===== config.mk =====
export PLATFORM = sky130hd
export DESIGN_NAME = lbus_seq
export DESIGN_NICKNAME = d
export VERILOG_FILES = /design/src/rtl/lbus_pkg.sv /design/src/rtl/lbus_lane_plan.sv /design/src/rtl/lbus_lane_mux.sv /design/src/rtl/lbus_wait_ctr.sv /design/src/rtl/lbus_seq.sv
export SDC_FILE = /design/constraint.sdc
export NUM_CORES = 1
export LEC_CHECK = 0
export BUFFER_PORTS_ARGS = -buffer_cell sky130_fd_sc_hd__buf_2
export CORE_MARGIN = 2
export CORE_UTILIZATION = 45
export CTS_CLUSTER_SIZE = 28
export DETAILED_ROUTE_END_ITERATION = 10
export GPL_TIMING_DRIVEN = 0
export PLACE_DENSITY = 0.72
export SYNTH_ARGS = -nofsm -noshare
export SYNTH_HDL_FRONTEND = slang
export SYNTH_SLANG_ARGS = --single-unit

===== constraint.sdc =====
create_clock -name clk -period 3.8 [get_ports clk]
set_input_delay 0.19 -clock clk [delete_from_list [all_inputs] [get_ports clk]]
set_output_delay 0.19 -clock clk [all_outputs]
set_load 0.05 [all_outputs]

===== src/rtl/lbus_pkg.sv =====
package lbus_pkg;

  localparam int unsigned LANES = 4;
  localparam int unsigned DW    = 8 * LANES;
  localparam int unsigned IDX_W = $clog2(LANES);

  typedef enum logic [2:0] {
    ST_IDLE   = 3'd0,
    ST_ADDR   = 3'd1,
    ST_WAIT   = 3'd2,
    ST_STROBE = 3'd3,
    ST_DONE   = 3'd4
  } seq_state_e;

  // Width code to log2 of bytes per local cycle.
  function automatic logic [1:0] code2lg(input logic [1:0] code);
    case (code)
      2'd0:    return 2'd0;
      2'd1:    return 2'd1;
      default: return 2'd2;
    endcase
  endfunction

endpackage


===== src/rtl/lbus_lane_plan.sv =====
module lbus_lane_plan #(
  parameter  int unsigned LN = lbus_pkg::LANES,
  localparam int unsigned IW = $clog2(LN)
) (
  input  logic [1:0]    wid_lg,
  input  logic [LN-1:0] be,
  input  logic [IW-1:0] cur_idx,
  output logic [LN-1:0] slot_used,
  output logic          first_vld,
  output logic [IW-1:0] first_idx,
  output logic          next_vld,
  output logic [IW-1:0] next_idx
);

  always_comb begin
    slot_used = '0;
    for (int b = 0; b < LN; b++) begin
      slot_used[IW'(b) >> wid_lg] = slot_used[IW'(b) >> wid_lg] | be[b];
    end
  end

  always_comb begin
    first_vld = 1'b0;
    first_idx = '0;
    next_vld  = 1'b0;
    next_idx  = '0;
    for (int s = LN - 1; s >= 0; s--) begin
      if (slot_used[s]) begin
        first_vld = 1'b1;
        first_idx = IW'(s);
      end
      if (slot_used[s] && (IW'(s) > cur_idx)) begin
        next_vld = 1'b1;
        next_idx = IW'(s);
      end
    end
  end

endmodule


===== src/rtl/lbus_lane_mux.sv =====
module lbus_lane_mux #(
  parameter  int unsigned LN = lbus_pkg::LANES,
  localparam int unsigned IW = $clog2(LN),
  localparam int unsigned W  = 8 * LN
) (
  input  logic [1:0]    wid_lg,
  input  logic [IW-1:0] idx,
  input  logic [LN-1:0] be,
  input  logic [W-1:0]  wdata,
  input  logic [W-1:0]  rdata,
  input  logic [W-1:0]  acc,
  output logic [IW-1:0] off,
  output logic [LN-1:0] lane_be,
  output logic [W-1:0]  lane_wdata,
  output logic [W-1:0]  acc_next
);

  logic [LN-1:0] slot_mask;
  logic [W-1:0]  rd_shift;

  assign off        = idx << wid_lg;
  assign slot_mask  = LN'((1 << (1 << wid_lg)) - 1);
  assign lane_be    = (be >> off) & slot_mask;
  assign lane_wdata = wdata >> (8 * off);
  assign rd_shift   = rdata << (8 * off);

  for (genvar b = 0; b < LN; b++) begin : g_byte
    assign acc_next[8*b +: 8] = ((IW'(b) >> wid_lg) == idx) ? rd_shift[8*b +: 8]
                                                            : acc[8*b +: 8];
  end

endmodule


===== src/rtl/lbus_wait_ctr.sv =====
module lbus_wait_ctr #(
  parameter int unsigned W = 3
) (
  input  logic         clk,
  input  logic         rst_ni,
  input  logic         load,
  input  logic [W-1:0] load_val,
  input  logic         dec,
  output logic [W-1:0] cnt_q,
  output logic         last
);

  logic [W-1:0] cnt_d;

  always_comb begin
    cnt_d = cnt_q;
    if (load)     cnt_d = load_val;
    else if (dec) cnt_d = cnt_q - W'(1);
  end

  always_ff @(posedge clk or negedge rst_ni) begin
    if (!rst_ni) cnt_q <= '0;
    else         cnt_q <= cnt_d;
  end

  assign last = (cnt_q == W'(1));

  AST_WAIT_NO_UNDERFLOW: assert property (@(posedge clk) disable iff (!rst_ni)
    dec |-> (cnt_q != '0));

endmodule


===== src/rtl/lbus_seq.sv =====
module lbus_seq
  import lbus_pkg::*;
#(
  parameter  int unsigned ADDR_W  = 29,
  parameter  int unsigned REGIONS = 4,
  parameter  int unsigned WAIT_W  = 3,
  localparam int unsigned RSEL_W  = (REGIONS > 1) ? $clog2(REGIONS) : 1
) (
  input  logic                 clk,
  input  logic                 rst_n,
  input  logic                 active_mode,
  input  logic [WAIT_W-1:0]    wait_cfg,
  input  logic [2*REGIONS-1:0] width_cfg,
  input  logic                 req_valid,
  input  logic                 req_write,
  input  logic [LANES-1:0]     req_be,
  input  logic [RSEL_W-1:0]    req_region,
  input  logic                 req_burst,
  input  logic                 req_last,
  input  logic [ADDR_W-1:0]    req_addr,
  input  logic [DW-1:0]        req_wdata,
  output logic [DW-1:0]        req_rdata,
  output logic                 req_done,
  output logic [ADDR_W-1:0]    lb_addr,
  output logic                 lb_rd,
  output logic                 lb_wr,
  output logic [LANES-1:0]     lb_be,
  output logic [DW-1:0]        lb_wdata,
  input  logic [DW-1:0]        lb_rdata
);

  // Reset: asserted asynchronously, released on a clock edge.
  logic [1:0] rsync_q;
  logic       rst_ni;

  always_ff @(posedge clk or negedge rst_n) begin
    if (!rst_n) rsync_q <= '0;
    else        rsync_q <= {rsync_q[0], 1'b1};
  end
  assign rst_ni = rsync_q[1];

  seq_state_e state_q, state_d;

  logic               ctx_write, ctx_burst, ctx_last;
  logic [LANES-1:0]   ctx_be;
  logic [DW-1:0]      ctx_wdata;
  logic [WAIT_W-1:0]  ctx_wait;
  logic [1:0]         ctx_wid;
  logic [ADDR_W-1:0]  base_q, base_d;
  logic               in_burst_q;
  logic [IDX_W-1:0]   idx_q, idx_d;
  logic [DW-1:0]      acc_q, acc_d;

  logic               accept;
  logic               is_idle;
  logic [1:0]         reg_code;
  logic [1:0]         new_wid;
  logic [WAIT_W-1:0]  new_wait;
  logic [1:0]         plan_wid;
  logic [LANES-1:0]   plan_be;
  logic [LANES-1:0]   slot_used;
  logic               first_vld, next_vld;
  logic [IDX_W-1:0]   first_idx, next_idx;
  logic [IDX_W-1:0]   lane_off;
  logic [DW-1:0]      acc_merged;
  logic               wc_last;
  logic [WAIT_W-1:0]  wc_cnt;

  assign is_idle = (state_q == ST_IDLE);
  assign accept  = is_idle && req_valid && active_mode;

  // Region width lookup.
  always_comb begin
    reg_code = '0;
    for (int r = 0; r < REGIONS; r++) begin
      if (req_region == RSEL_W'(r)) reg_code = width_cfg[2*r +: 2];
    end
  end

  assign new_wid  = in_burst_q ? ctx_wid  : code2lg(reg_code);
  assign new_wait = in_burst_q ? ctx_wait : wait_cfg;
  assign plan_wid = is_idle ? new_wid : ctx_wid;
  assign plan_be  = is_idle ? req_be  : ctx_be;

  lbus_lane_plan #(.LN(LANES)) u_plan (
    .wid_lg    (plan_wid),
    .be        (plan_be),
    .cur_idx   (idx_q),
    .slot_used (slot_used),
    .first_vld (first_vld),
    .first_idx (first_idx),
    .next_vld  (next_vld),
    .next_idx  (next_idx)
  );

  lbus_lane_mux #(.LN(LANES)) u_mux (
    .wid_lg     (ctx_wid),
    .idx        (idx_q),
    .be         (ctx_be),
    .wdata      (ctx_wdata),
    .rdata      (lb_rdata),
    .acc        (acc_q),
    .off        (lane_off),
    .lane_be    (lb_be),
    .lane_wdata (lb_wdata),
    .acc_next   (acc_merged)
  );

  lbus_wait_ctr #(.W(WAIT_W)) u_wait (
    .clk      (clk),
    .rst_ni   (rst_ni),
    .load     (state_q == ST_ADDR),
    .load_val (ctx_wait),
    .dec      (state_q == ST_WAIT),
    .cnt_q    (wc_cnt),
    .last     (wc_last)
  );

  // Next-state logic.
  always_comb begin
    state_d = state_q;
    case (state_q)
      ST_IDLE:   if (accept) state_d = first_vld ? ST_ADDR : ST_DONE;
      ST_ADDR:   state_d = (ctx_wait == '0) ? ST_STROBE : ST_WAIT;
      ST_WAIT:   if (wc_last) state_d = ST_STROBE;
      ST_STROBE: state_d = next_vld ? ST_ADDR : ST_DONE;
      ST_DONE:   state_d = ST_IDLE;
      default:   state_d = ST_IDLE;
    endcase
  end

  always_comb begin
    idx_d = idx_q;
    if (accept)                               idx_d = first_idx;
    else if (state_q == ST_STROBE && next_vld) idx_d = next_idx;
  end

  always_comb begin
    acc_d = acc_q;
    if (accept)                                  acc_d = '0;
    else if (state_q == ST_STROBE && !ctx_write) acc_d = acc_merged;
  end

  assign base_d = in_burst_q ? (base_q + ADDR_W'(LANES)) : req_addr;

  // Registers.
  always_ff @(posedge clk or negedge rst_ni) begin
    if (!rst_ni) begin
      state_q <= ST_IDLE;
      idx_q   <= '0;
      acc_q   <= '0;
    end else begin
      state_q <= state_d;
      idx_q   <= idx_d;
      acc_q   <= acc_d;
    end
  end

  always_ff @(posedge clk or negedge rst_ni) begin
    if (!rst_ni) begin
      ctx_write <= 1'b0;
      ctx_burst <= 1'b0;
      ctx_last  <= 1'b0;
      ctx_be    <= '0;
      ctx_wdata <= '0;
      ctx_wait  <= '0;
      ctx_wid   <= '0;
      base_q    <= '0;
    end else if (accept) begin
      ctx_write <= req_write;
      ctx_burst <= req_burst;
      ctx_last  <= req_last;
      ctx_be    <= req_be;
      ctx_wdata <= req_wdata;
      ctx_wait  <= new_wait;
      ctx_wid   <= new_wid;
      base_q    <= base_d;
    end
  end

  always_ff @(posedge clk or negedge rst_ni) begin
    if (!rst_ni)                 in_burst_q <= 1'b0;
    else if (state_q == ST_DONE) in_burst_q <= ctx_burst && !ctx_last;
  end

  // Outputs.
  assign lb_addr   = base_q + ADDR_W'(lane_off);
  assign lb_rd     = (state_q == ST_STROBE) && !ctx_write;
  assign lb_wr     = (state_q == ST_STROBE) &&  ctx_write;
  assign req_done  = (state_q == ST_DONE);
  assign req_rdata = acc_q;

  // Independent count of wait cycles for checking.
  logic [WAIT_W-1:0] wseen_q;
  always_ff @(posedge clk or negedge rst_ni) begin
    if (!rst_ni)                  wseen_q <= '0;
    else if (state_q == ST_ADDR)  wseen_q <= '0;
    else if (state_q == ST_WAIT)  wseen_q <= wseen_q + WAIT_W'(1);
  end

  AST_WAIT_EXACT: assert property (@(posedge clk) disable iff (!rst_ni)
    (state_q == ST_STROBE) |-> (wseen_q == ctx_wait));
  AST_ADDR_HOLD: assert property (@(posedge clk) disable iff (!rst_ni)
    (state_q == ST_WAIT || state_q == ST_STROBE) |-> $stable(lb_addr));
  AST_STROBE_EXCL: assert property (@(posedge clk) disable iff (!rst_ni)
    !(lb_rd && lb_wr));
  AST_PASSIVE_IDLE: assert property (@(posedge clk) disable iff (!rst_ni)
    (is_idle && req_valid && !active_mode) |=> (state_q == ST_IDLE));
  AST_DONE_PULSE: assert property (@(posedge clk) disable iff (!rst_ni)
    req_done |=> !req_done);
  AST_STROBE_USED: assert property (@(posedge clk) disable iff (!rst_ni)
    (lb_rd || lb_wr) |-> (lb_be != '0));

endmodule


### Yosys cells after proc, flatten, opt, wreduce, memory -nomap -nowiden

Cells that the tools add are included.

* register bits after elaboration: 116
* bits in latches: 0
* RAM bits: 0
* memory bits (read-only): 0
* input port bits: 117
* logic and storage cells: 166
* memories: 0

* $add $sub $neg: 4
* multiply operators: 0
* div/mod/pow operators: 0
* order comparisons: 12
* eq/ne operators: 15
* shift operators: 14
* multiplexer cells: 64
* bitwise operators: 7
* reductions and logical operators: 33

Operators by type and width (number)
* 32-bit 2-to-1 mux: 2
* 2-bit 2-to-1 mux: 16
* 8-bit 2-to-1 mux: 4
* 1-bit by 2-bit << shifter with 32-bit output, first input constant: 1
* 1-bit by 32-bit << shifter with 4-bit output, first input constant: 1
* 32-bit by 5-bit << shifter with 32-bit output: 1
* 32-bit by 5-bit right shift with 32-bit output: 1
* 29-bit by 2-bit adder with 29-bit output: 1
* 29-bit by 3-bit adder with 29-bit output, second input constant: 1
* 29-bit 2-to-1 mux: 1
* 1-bit 2-to-1 mux: 21
* 3-bit 2-to-1 mux: 6
* 2-bit by 4-bit < comparator with 1-bit output, second input constant: 4
* 1-bit logical AND: 14
* 2-bit nonzero test: 7
* 4-bit bitwise mux: 3
* 3-bit one-hot mux with 4 select lines: 1
* 2-bit AND reduction: 6
* 4-bit bitwise AND: 2
* 1-bit binary-select mux with 2-bit select: 4
* 1-bit demux with 2-bit select: 4
* 2-bit == test: 4
* 2-bit by 1-bit >= comparator with 1-bit output, second input constant: 4
* 1-bit by 2-bit right shift with 2-bit output, first input constant: 4
* 20 further kinds: 36

### Longest topological paths before layout

* word-level depth: 38
* gate-level depth with buffers: 13
* depth with buffers taken out: 9

### Modules after synthesis

A second synthesis with hierarchy kept.

* cells, all modules: 965
* area total of the unflattened synthesis: 7666.1 µm²

By module, submodules not included
* lbus_seq: instances 1, cells each 690, area each 5833.1 µm²
* lbus_lane_mux: instances 1, cells each 239, area each 1516.5 µm²
* lbus_wait_ctr: instances 1, cells each 19, area each 193.9 µm²
* lbus_lane_plan: instances 1, cells each 17, area each 122.6 µm²

### Least setup slack after synthesis

Ideal clock, no wire load.

* path type: reg-to-output
* start point: reg ctx_wid[0]
* end point: out lb_addr[21]
* arrival: 3220 ps
* required time: 3610 ps
* setup slack: 390 ps
* stages on the path, launching flop included: 14
* path buffers: 4
* path through: dfrtp_1 buf_2 nand2b_1 a21o_1 inv_2 buf_4 buf_4 buf_2 ha_1 a21o_1 nand3_1 nor3_1 nand4_1 xnor2_1

* longest elaborated chain between the ends: 2

RTL lines
* start: declaration: line lbus_seq.sv:48 `logic [1:0] ctx_wid;`
* start signal: assignment: line lbus_seq.sv:176 `ctx_wid <= new_wid;`
* 2-bit by 2-bit << shifter with 2-bit output: line lbus_lane_mux.sv:21 `assign off = idx << wid_lg;`
* 29-bit by 2-bit adder with 29-bit output: line lbus_seq.sv:187 `assign lb_addr = base_q + ADDR_W'(lane_off);`
* end: declaration: line lbus_seq.sv:24 `output logic [ADDR_W-1:0] lb_addr,`

Every way passes these cells.

### Worst setup path in the final report

* start point: reg idx_q[0]
* end point: out lb_addr[16]

* longest elaborated chain between the ends: 2

RTL lines
* start: declaration: line lbus_seq.sv:51 `logic [IDX_W-1:0] idx_q, idx_d;`
* start signal: assignment: line lbus_seq.sv:154 `idx_q <= idx_d;`
* 2-bit by 2-bit << shifter with 2-bit output: line lbus_lane_mux.sv:21
* 29-bit by 2-bit adder with 29-bit output: line lbus_seq.sv:187

Every way passes these cells.

==> reports/qor.yml <==
setup_path:
  path_delay_family: "buffers and inverters"
  critPathSlowestCell: "fa_1"
  startpoint_type: "register"
  crit_arrival_ns: 3.47
  endpoint_kind: "output pin"
  timing.critical_path.buf_inv: 6
  criticalPathCategory: "reg2out"
  critPathMaxStageDelay_ns: 0.52
  worstPathCellList: "buf_2 -> and2b_1 -> nand2_4 -> inv_4 -> buf_6 -> ha_1 -> inv_1 -> fa_1 -> buf_2 -> nor2_1 -> xor2_1 -> buf_4"
  crit_top_cell: "buf_2"
  r2r-start: "state_q[1]$_DFFE_PN0P_"
  critPathMaxFanout: 19
  startpoint: "idx_q[0]$_DFFE_PN0P_"
  cp.required_ns: 3.61
finish:
  antennaDiodeCount: 0
  final_cell_area_sq_um: 9489
  final_nets: 1228
  syn2layout_area_growth_pct: 33.47
  post-route-util_pct: 61.96
  drive_gt1_share_pct: 28.76
  layout_commonest_cell: "buf_2"
  multi_input_area_sq_um: 3885
  seq_area_sq_um: 2907
  fillCellCount: 1358
  final_cell_mix: "228 x buf_2, 210 x nand2_1, 115 x dfrtp_1"
clock_network:
  cts.sinks: 116
  cts_made_buffers: 17
  cts_tree: "done"
  cts_htree_levels: 4
  path_clk_slew_ns: 0.05
  cts_root_buf: "clkbuf_16"
  clock_path_buffers: 2
  worstSkewPairLatency_ns: 0.43
timing:
  hold_slack_ns: 0.01313
  finalSetupTns_ns: 0
  rsz0062_at_grt: "true"
  final-max-slew-violation-count: 0
  layout_setup_ws_ns: 0.1393
  clock_skew_ns: 0.007757
  tightest_slew_ns: 0.8505
  hold_violations: 0
  max_slew_margin_pct: 42.86
  fin_crit_ns: 3.661
  fmax_mhz: 273.2
  finalSetupViolCount: 0
  period_share_pct: 96.33
logic_synthesis:
  synthesis.area_sq_um: 7109
  ys_warn_count: 0
  async_flop_share_pct: 100.0
  ys_seq_area_share_pct: 40.83
  syn_area_per_cell_sq_um: 8.545
  synth_cells: 832
  synth-edff-count: 0
  synth.distinct_cells: 61
  yosys_register_bits: 116
  syn_nets: 955
  synthFlopType: "dfrtp_1"
power:
  intPower_w: 0.004219
  power_frac_comb_pct: 57.1
  p_leak_nw: 4.668
  pwr-share-seq_pct: 25.2
  p_sw_w: 0.004716
  p_clk_share_pct: 17.8
  power_density_nw_per_um2: 941.6
  switching_share_pct: 52.78
  ir_worst_vdd_uv: 631.8
placement:
  dp_hpwl_um: 16640
  gp_congestion: 0.8971
  port_buffers: 215
  post_dp_cell_area_sq_um: 8481
  place_ws_ns: -0.2324
route:
  drc: 0
  drt-vias-per-instance: 5.487
  initialDrtViolationCount: 599
  drtAntennaViolNets: 0
  vias: 7281
  wl_per_cell_um: 17.52
  routed_wl_um: 23250
  drt_first_pass_iters: 5
global_route:
  grt.overflow.total: 0
  grt_pass1_wl_um: 35890
  grt_use_total_pct: 27.62
  grt_max_degree: 59
  grt_pass1_vias: 6995
  grt_antenna_before_repair: 0
floorplanning:
  fp-row-count: 45
  start_util_pct: 46.42
  die_w_um: 129.7
  pin_count: 217
  fp.dieH_um: 129.7
  die_area_sq_um: 16820
  fp.coreArea_sq_um: 15310
status:
  status: "finished, final reports clean"
job:
  maxCapViolCount: 0
min_path:
  hold_path.class: "in2reg"
  min_from: "wait_cfg[0]"
synth_stat cells (5+ instances only):
master	number	area, sq um
a211oi_1	11	82.58
a21oi_1	49	245.2
a22oi_1	8	60.06
and2_1	6	37.54
and3_1	16	100.1
and4_1	6	52.55
buf_2	19	95.09
buf_4	5	37.54
clkbuf_1	34	127.6
dfrtp_1	116	2903
ha_1	5	62.56
inv_1	13	48.80
mux2_2	25	281.5
mux2i_1	44	440.4
mux4_2	9	202.7
nand2_1	210	788.3
nand2b_1	5	31.28
nand3_1	26	130.1
nand4_1	11	68.82
nor2_1	56	210.2
nor3_1	6	30.03
o21ai_0	54	270.3
o22ai_1	16	100.1
xnor2_1	12	105.1
xor2_1	17	148.9
cell type report:
cell class              count  share of cell area [%]
multi-input cells         640                   40.94
flip-flops and latches    116                   30.63
repair buffers            257                   16.09
clock buffers              20                   4.918
plain buffers              58                   2.888
well taps                 211                   2.782
clock inverters            10                   1.134
inverters                  15                  0.6197
registers in the layout, indices dropped and copies added (netlist names):
register	cells
u_wait.cnt_q	3
ctx_wid	2
state_q	3
in_burst_q	1
ctx_write	1
ctx_wait	3
rsync_q	2
ctx_burst	1
ctx_be	4
idx_q	2
ctx_wdata	32
req_rdata	32
ctx_last	1
base_q	29
timing repair:
item	CTS	global route
endpoints found under the hold margin	42	0
setup buffers	0	0
gates resized for setup	8	6
hold buffers	41	0
endpoints found under the setup margin	20	11
gates cloned	0	0
metal layers:
metal	GRT usage, %	wire (um)	vias to the layer above
met5	0	0	-
met4	9.361	541	0
met3	5.248	1780	40
met2	45.80	11180	333
met1	36.56	9746	3474
li1	-	-	3434
worst paths after layout:
| check | depth (start not counted) | to | slack, ns |
|---|---|---|---|
| worst max register to register | 6 | base_q[3]$_DFFE_PN0P_ | 1.45 |
| worst max-delay path | 12 | lb_addr[16] | 0.14 |
| min in group asynchronous | 2 | rsync_q[1]$_DFF_PN0_ | 0.08 |
| worst min-delay path | 2 | ctx_wait[0]$_DFFE_PN0P_ | 0.01 |
| max in group asynchronous | 1 | req_rdata[20]$_DFFE_PN0P_ | 2.63 |
| worst min register to register | 0 | rsync_q[1]$_DFF_PN0_ | 0.35 |
per-stage QoR:
step                power [W]  std cells
floorplan            0.006007        832
global placement     0.007186       1258
detailed placement   0.007253       1259
CTS                  0.008893       1327
global route         0.009426       1327
finish               0.008935       1327
power by group through the flow:
stage / clock [W] / combinational (W) / sequential, W
after global routing: 0.00165 / 0.00545 / 0.00232
after global placement: 0 / 0.00494 / 0.00225
after floorplan: 0 / 0.00345 / 0.00256
final: 0.00159 / 0.00510 / 0.00225
after detailed placement: 0 / 0.00500 / 0.00225
after CTS: 0.00159 / 0.00507 / 0.00224
kinds of logic (layout without fill, tap and decap cells):
group / Yosys count / in the layout / share of synthesized area [%]
simple gates: 362 / 362 / 22.99
compound gates: 164 / 164 / 13.78
flops: 116 / 116 / 40.83
mux: 78 / 78 / 13.01
buf+inv: 76 / 360 / 4.611
xor+xnor: 29 / 29 / 3.573
fa+ha+maj: 6 / 6 / 1.162
other cells: 1 / 1 / 0.05275
No activity file was read; power rests on OpenSTA's default activity.
